===== src/rtl/reboot_pkg.sv =====
package reboot_pkg;
  localparam int WORD_W  = 16;
  localparam int ADDR_W  = 24;
  localparam int OP_W    = 8;
  localparam int SEQ_LEN = 14;
  localparam int IDX_W   = $clog2(SEQ_LEN);

  localparam logic [WORD_W-1:0] W_DUMMY  = 16'hFFFF;
  localparam logic [WORD_W-1:0] W_SYNC_A = 16'hAA99;
  localparam logic [WORD_W-1:0] W_SYNC_B = 16'h5566;
  localparam logic [WORD_W-1:0] W_REPROG = 16'h000E;
  localparam logic [WORD_W-1:0] W_NOOP   = 16'h2000;

  localparam logic [5:0] RA_GEN1 = 6'h13;
  localparam logic [5:0] RA_GEN2 = 6'h14;
  localparam logic [5:0] RA_GEN3 = 6'h15;
  localparam logic [5:0] RA_GEN4 = 6'h16;
  localparam logic [5:0] RA_CMD  = 6'h05;

  typedef enum logic { ST_IDLE, ST_RUN } seq_state_t;

  // type-1 write header, one word
  function automatic logic [WORD_W-1:0] hdr_wr1(input logic [5:0] ra);
    return {3'b001, 2'b10, ra, 5'd1};
  endfunction
endpackage


===== src/rtl/reboot_word_sel.sv =====
module reboot_word_sel
  import reboot_pkg::*;
(
  input  logic [IDX_W-1:0]  idx_i,
  input  logic [ADDR_W-1:0] mb_i,
  input  logic [ADDR_W-1:0] fb_i,
  input  logic [OP_W-1:0]   op_i,
  output logic [WORD_W-1:0] word_o
);
  always_comb begin
    unique case (idx_i)
      IDX_W'(0):  word_o = W_DUMMY;
      IDX_W'(1):  word_o = W_SYNC_A;
      IDX_W'(2):  word_o = W_SYNC_B;
      IDX_W'(3):  word_o = hdr_wr1(RA_GEN1);
      IDX_W'(4):  word_o = mb_i[15:0];
      IDX_W'(5):  word_o = hdr_wr1(RA_GEN2);
      IDX_W'(6):  word_o = {op_i, mb_i[23:16]};
      IDX_W'(7):  word_o = hdr_wr1(RA_GEN3);
      IDX_W'(8):  word_o = fb_i[15:0];
      IDX_W'(9):  word_o = hdr_wr1(RA_GEN4);
      IDX_W'(10): word_o = {op_i, fb_i[23:16]};
      IDX_W'(11): word_o = hdr_wr1(RA_CMD);
      IDX_W'(12): word_o = W_REPROG;
      default:    word_o = W_NOOP;
    endcase
  end
endmodule


===== src/rtl/reboot_bitrev.sv =====
module reboot_bitrev #(
  parameter int W  = 16,
  parameter bit EN = 1'b1
) (
  input  logic [W-1:0] d_i,
  output logic [W-1:0] q_o
);
  localparam int NBYTES = W / 8;
  if (EN) begin : g_rev
    for (genvar b = 0; b < NBYTES; b++) begin : g_byte
      for (genvar j = 0; j < 8; j++) begin : g_bit
        assign q_o[8*b+j] = d_i[8*b+7-j];
      end
    end
  end else begin : g_pass
    assign q_o = d_i;
  end
endmodule


===== src/rtl/reboot_wdog.sv =====
module reboot_wdog #(
  parameter int LIMIT = 4096
) (
  input  logic clk_i,
  input  logic rst_ni,
  input  logic stalled_i,
  output logic trip_o
);
  localparam int CNT_W = $clog2(LIMIT + 1);
  logic [CNT_W-1:0] cnt_q;

  assign trip_o = stalled_i && (cnt_q == CNT_W'(LIMIT - 1));

  always_ff @(posedge clk_i or negedge rst_ni) begin
    if (!rst_ni)         cnt_q <= '0;
    else if (!stalled_i || trip_o) cnt_q <= '0;
    else                 cnt_q <= cnt_q + 1'b1;
  end

  AST_WDOG_RANGE: assert property (@(posedge clk_i) disable iff (!rst_ni)
    cnt_q < CNT_W'(LIMIT));
endmodule


===== src/rtl/reboot_seq.sv =====
module reboot_seq
  import reboot_pkg::*;
#(
  parameter bit BIT_REV    = 1'b1,
  parameter int WDOG_LIMIT = 4096
) (
  input  logic              clk_i,
  input  logic              rst_ni,
  input  logic              start_i,
  input  logic [23:0]       mb_addr_i,
  input  logic [23:0]       fb_addr_i,
  input  logic [7:0]        opcode_i,
  input  logic              stall_i,
  output logic [15:0]       word_o,
  output logic              valid_o,
  output logic              en_o,
  output logic              wr_o,
  output logic              busy_o,
  output logic              done_o,
  output logic              err_o
);
  localparam logic [IDX_W-1:0] LAST_IDX = IDX_W'(SEQ_LEN - 1);

  seq_state_t        state_q;
  logic [IDX_W-1:0]  idx_q;
  logic [ADDR_W-1:0] mb_q, fb_q;
  logic [OP_W-1:0]   op_q;
  logic              done_q, err_q;
  logic              run, trip;
  logic [WORD_W-1:0] raw_word, out_word;

  assign run = (state_q == ST_RUN);

  reboot_word_sel u_sel (
    .idx_i (idx_q),
    .mb_i  (mb_q),
    .fb_i  (fb_q),
    .op_i  (op_q),
    .word_o(raw_word)
  );

  reboot_bitrev #(.W(WORD_W), .EN(BIT_REV)) u_rev (
    .d_i(raw_word),
    .q_o(out_word)
  );

  reboot_wdog #(.LIMIT(WDOG_LIMIT)) u_wdog (
    .clk_i    (clk_i),
    .rst_ni   (rst_ni),
    .stalled_i(run && stall_i),
    .trip_o   (trip)
  );

  always_ff @(posedge clk_i or negedge rst_ni) begin
    if (!rst_ni) begin
      state_q <= ST_IDLE;
      idx_q   <= '0;
      mb_q    <= '0;
      fb_q    <= '0;
      op_q    <= '0;
      done_q  <= 1'b0;
      err_q   <= 1'b0;
    end else begin
      done_q <= 1'b0;
      unique case (state_q)
        ST_IDLE: begin
          if (start_i) begin
            mb_q    <= mb_addr_i;
            fb_q    <= fb_addr_i;
            op_q    <= opcode_i;
            idx_q   <= '0;
            err_q   <= 1'b0;
            state_q <= ST_RUN;
          end
        end
        ST_RUN: begin
          if (trip) begin
            err_q   <= 1'b1;
            state_q <= ST_IDLE;
          end else if (!stall_i) begin
            if (idx_q == LAST_IDX) begin
              done_q  <= 1'b1;
              state_q <= ST_IDLE;
            end else begin
              idx_q <= idx_q + 1'b1;
            end
          end
        end
        default: state_q <= ST_IDLE;
      endcase
    end
  end

  assign valid_o = run;
  assign en_o    = run;
  assign wr_o    = run;
  assign busy_o  = run;
  assign word_o  = run ? out_word : '0;
  assign done_o  = done_q;
  assign err_o   = err_q;

  AST_HOLD_ON_STALL: assert property (@(posedge clk_i) disable iff (!rst_ni)
    (valid_o && stall_i && !trip) |=> (valid_o && $stable(word_o)));
  AST_FIRST_DUMMY: assert property (@(posedge clk_i) disable iff (!rst_ni)
    $rose(valid_o) |-> (word_o == 16'hFFFF));
  AST_DONE_ONE_CYCLE: assert property (@(posedge clk_i) disable iff (!rst_ni)
    done_o |=> !done_o);
  AST_DONE_AFTER_ACCEPT: assert property (@(posedge clk_i) disable iff (!rst_ni)
    done_o |-> $past(valid_o && !stall_i));
  AST_ABORT_NO_DONE: assert property (@(posedge clk_i) disable iff (!rst_ni)
    $rose(err_o) |-> (!done_o && !valid_o));
  AST_START_IGNORED: assert property (@(posedge clk_i) disable iff (!rst_ni)
    (busy_o && start_i && stall_i && !trip) |=> $stable(word_o));
endmodule


===== config.mk =====
export PLATFORM = sky130hd
export DESIGN_NAME = reboot_seq
export DESIGN_NICKNAME = d
export VERILOG_FILES = /design/src/rtl/reboot_pkg.sv /design/src/rtl/reboot_word_sel.sv /design/src/rtl/reboot_bitrev.sv /design/src/rtl/reboot_wdog.sv /design/src/rtl/reboot_seq.sv
export SDC_FILE = /design/constraint.sdc
export NUM_CORES = 1
export LEC_CHECK = 0
export BUFFER_PORTS_ARGS = -buffer_cell sky130_fd_sc_hd__buf_2
export CAP_MARGIN = 20
export CORE_MARGIN = 4
export CORE_UTILIZATION = 55
export DETAILED_ROUTE_END_ITERATION = 8
export HOLD_SLACK_MARGIN = 0.05
export PLACE_DENSITY = 0.82
export SYNTH_ARGS = -nofsm -noshare
export SYNTH_HDL_FRONTEND = slang
export SYNTH_HIERARCHICAL = 1
export SYNTH_SLANG_ARGS = --single-unit
export TNS_END_PERCENT = 30

===== constraint.sdc =====
create_clock -name clk_i -period 2.25 [get_ports clk_i]
set_input_delay 0.225 -clock clk_i [delete_from_list [all_inputs] [get_ports clk_i]]
set_output_delay 0.225 -clock clk_i [all_outputs]
set_load 0.05 [all_outputs]

==> key figures <==
Yosys
  – Top-area cell type share of the netlist area: 0.4645
  – Register area share after synthesis: 0.4645
  – Yosys cell types: between 50 and 60
  – Ys Warns: 6
  – Top_reg_cell synth: dfrtp_1
  – Syn nets: between 500 and 600
  – Post-synthesis async set-or-reset flop share: 1.000
  – Area contributors post-synth: dfrtp_1 46%, nand2_1 16%, buf_4 4.4%
  – Number of synthesized flops with an enable pin: 0
  – Post-synthesis cell area: 4094 um^2
  – Largest area contributor in the netlist: dfrtp_1
  – Average size of a mapped cell: approximately 8.5 um^2
  – #FFs+latches synth: 76
  – Mapped Cells: between 400 and 500

Global route
  – Grt total ovfl: 0
  – Initial antenna violation count: 0
  – Met1 Use GR: 0.3233
  – Largest net degree at the start of global routing: 77
  – Vias in the first global route: 3,379
  – Global route hottest layer: met2
  – GR Util met2: 0.3546
  – Global-route wire length before repair: about 16,000 um
  – Met3 Track Usage GR: 0.05689
  – GRT Util Overall: 0.2327

Min path
  – HP Class: in -> reg
  – Hold_sp: fb_addr_i[19]

Critical path
  – Worst R2R Start: busy_o
  – Max incr delay on CP: ~0.45 ns
  – Crit path DAT: slightly below 2 ns
  – CP Launch Type: flop
  – Critical Path RT: just over 2 ns
  – Crit. Startpoint: idx_q[3]
  – Worst Path Max Fanout: 10
  – Slowest CP cell: dfrtp_2
  – Worst Setup Path Type: reg -> out
  – Crit path cell chain: buf_4, or3_1, o22ai_1, a211oi_1, and2_1, clkbuf_4
  – R2r setup slk: ~0.27 ns
  – Endpoint class of the critical path: primary output

Pwr
  – Cell Pwr Density: approximately 1600 nW/um^2
  – Leak: around 0.0024 uW
  – Total power: around 7600 uW
  – VDD IR max: 589.9 uV

Clock tree
  – CTS tree: yes
  – Clk slew on worst S/H paths: around 0.080 ns
  – CTS max path bufs: 2
  – Root Buffer: clkbuf_8
  – Skew-Pair Late Insertion Delay: 0.34 ns
  – Clock sinks: 76
  – H-Tree Depth: 3
  – TritonCTS buffer count: 9

Detailed routing
  – WL/cell: approximately 15 um
  – Drt initial violations: 310
  – Vias/cell: about 5.5
  – Router iterations before antenna repair: 5
  – Post-route ant nets: 0
  – Vias: around 3,500
  – Total Wirelength: 9935 um
  – Residual DRC: 0

Floorplanning
  – IO Count: 82
  – Core area: between 7000 and 8000 um^2
  – Rows: 31
  – Die height: approximately 94 um
  – Initial Utilization: 0.5644
  – Die ar.: slightly below 9000 um^2
  – Die X-Extent: 94.28 um

Outcome
  – Status: complete, no violations

Timing
  – Final slew viol count: 0
  – Worst slew pin tran: between 0.6 and 0.7 ns
  – Fin Clk Skew: between 0.005 and 0.006 ns
  – Peak Freq: about 450 MHz
  – Crit path time final: 2.205 ns
  – Slew headroom: 0.5625
  – Final hold vios: 0
  – Worst hold margin: approximately 0.067 ns
  – RSZ-0062 raised after global routing: true
  – Count of final setup violators: 0
  – Crit share post-route: 0.9800

Final layout
  – Final Util: 0.6429
  – Layout Cells excl Fill: ~650
  – Share of cells above drive strength 1: 0.2413
  – Antenna diodes: 0
  – Area growth syn-to-layout: 13.91%
  – Post-layout nets: ~600

Job
  – Max-cap viol count: 0

Placed design
  – DPL Wire Length: approximately 7000 um
  – GPL Wtd Cong: between 0.9 and 1
  – Input/output buffers: 81
  – Number of cells after detailed placement: 623
[worst max-delay path: cells and delay by family (launching register included)]
kind,cells,cell delay (ns)
buffers and inverters,2,0.40
DFF,1,0.45
AOI/OAI and AO/OA,2,0.21
and+or+nand+nor,2,0.56
[worst paths after layout]
check,to,cells past startpoint
max,word_o[11],6
min,fb_q[19],3
max reg2reg,idx_q[2],6
min reg2reg,fb_q[14],2
max in group asynchronous,fb_q[23],3
min in group asynchronous,op_q[7],3
[routing by layer]
metal | vias to the layer above | part of all wire | wire length [um]
li1 | 1704 | - | -
met1 | 1640 | 0.44 | 4409
met2 | 156 | 0.46 | 4563
met3 | 30 | 0.071 | 704
met4 | 0 | 0.026 | 258
met5 | - | 0 | 0
[state kept, by name, indices dropped and copies added (netlist names)]
name          flops
err_o             1
op_q              8
done_o            1
u_wdog/cnt_q     13
mb_q             24
busy_o            1
idx_q             4
fb_q             24
[synthesized netlist by cell type (2+ instances only)]
cell type,number
o21ai_0,10
and2b_1,2
or3_1,4
nand2b_1,8
a211o_1,2
inv_1,8
or4_1,2
a22oi_1,8
nand4_1,3
o21ai_1,5
dfrtp_1,76
o211ai_1,5
o31ai_1,4
buf_2,15
nor2b_1,7
or2_1,2
o221ai_1,6
a32oi_1,3
clkbuf_1,2
nand2_1,176
ha_1,3
buf_6,6
a211oi_1,5
buf_4,24
nand3_1,10
a2bb2oi_1,2
nor2_1,12
a21oi_1,15
or3_2,2
and2_1,19
o22ai_1,7
inv_2,2
xor2_1,3
[stage by stage]
step                instance area, um^2  worst slack [ns]     TNS, ns
floorplan                          4094          0.007539           0
detailed placement                 4405            0.2087           0
global route                       4663          -0.01383    -0.01496
CTS                                4598        -0.0002280  -0.0002280
global placement                   4405            0.2364           0
finish                             4663           0.04511           0
[cells in the final DEF (no fill, tap or decap), drive strengths merged, types with 2 or more instances in the layout]
master,n
nand2,176
nand4,4
xor2,3
inv,11
nand2b,9
o31ai,4
dfrtp,76
clkbuf,15
and2b,2
nor2,12
a22oi,8
or2,2
a21oi,16
o22ai,7
ha,3
a2bb2oi,2
o21ai,15
nor2b,8
a211o,2
o211ai,5
clkinv,3
o221ai,6
and2,19
a211oi,5
buf,95
a32oi,3
nand3,10
or3,6
or4,3
[repair_timing]
action / in CTS / in global routing
hold endpoints to repair: 76 / 0
setup endpoints to repair: 15 / 16
hold buffers: 1 / 0
buffers inserted: 0 / 6
pin swaps: 0 / 0
resized for setup: 8 / 8
[logic make-up (layout without fill, tap and decap cells)]
group | Yosys count | in the layout | synth area share
AND/OR/NAND/NOR | 256 | 256 | 0.2842
AO/OA/AOI/OAI | 81 | 81 | 0.1391
flip-flops | 76 | 76 | 0.4645
buffers and inverters | 58 | 126 | 0.09138
adder cells (fa/ha/maj) | 4 | 4 | 0.01161
XOR/XNOR | 3 | 3 | 0.006419
multiplexers | 1 | 1 | 0.002750
[final cells by class]
cell class,count,area [um^2]
inverters,11,51.30
repair buffers,99,586.8
flip-flops and latches,76,1906
fillers,629,2590
clock buffers,12,135.1
well taps,99,123.9
clock inverters,4,26.28
multi-input cells,345,1834
[power breakdown]
part | switching, uW | internal [uW] | leakage [uW]
clock network | 489 | 400 | 0.0000803
logic | 2940 | 1440 | 0.00132
registers | 459 | 1920 | 0.000957
total | 3890 | 3750 | 0.00236
Power figures use the tool's default switching activity.
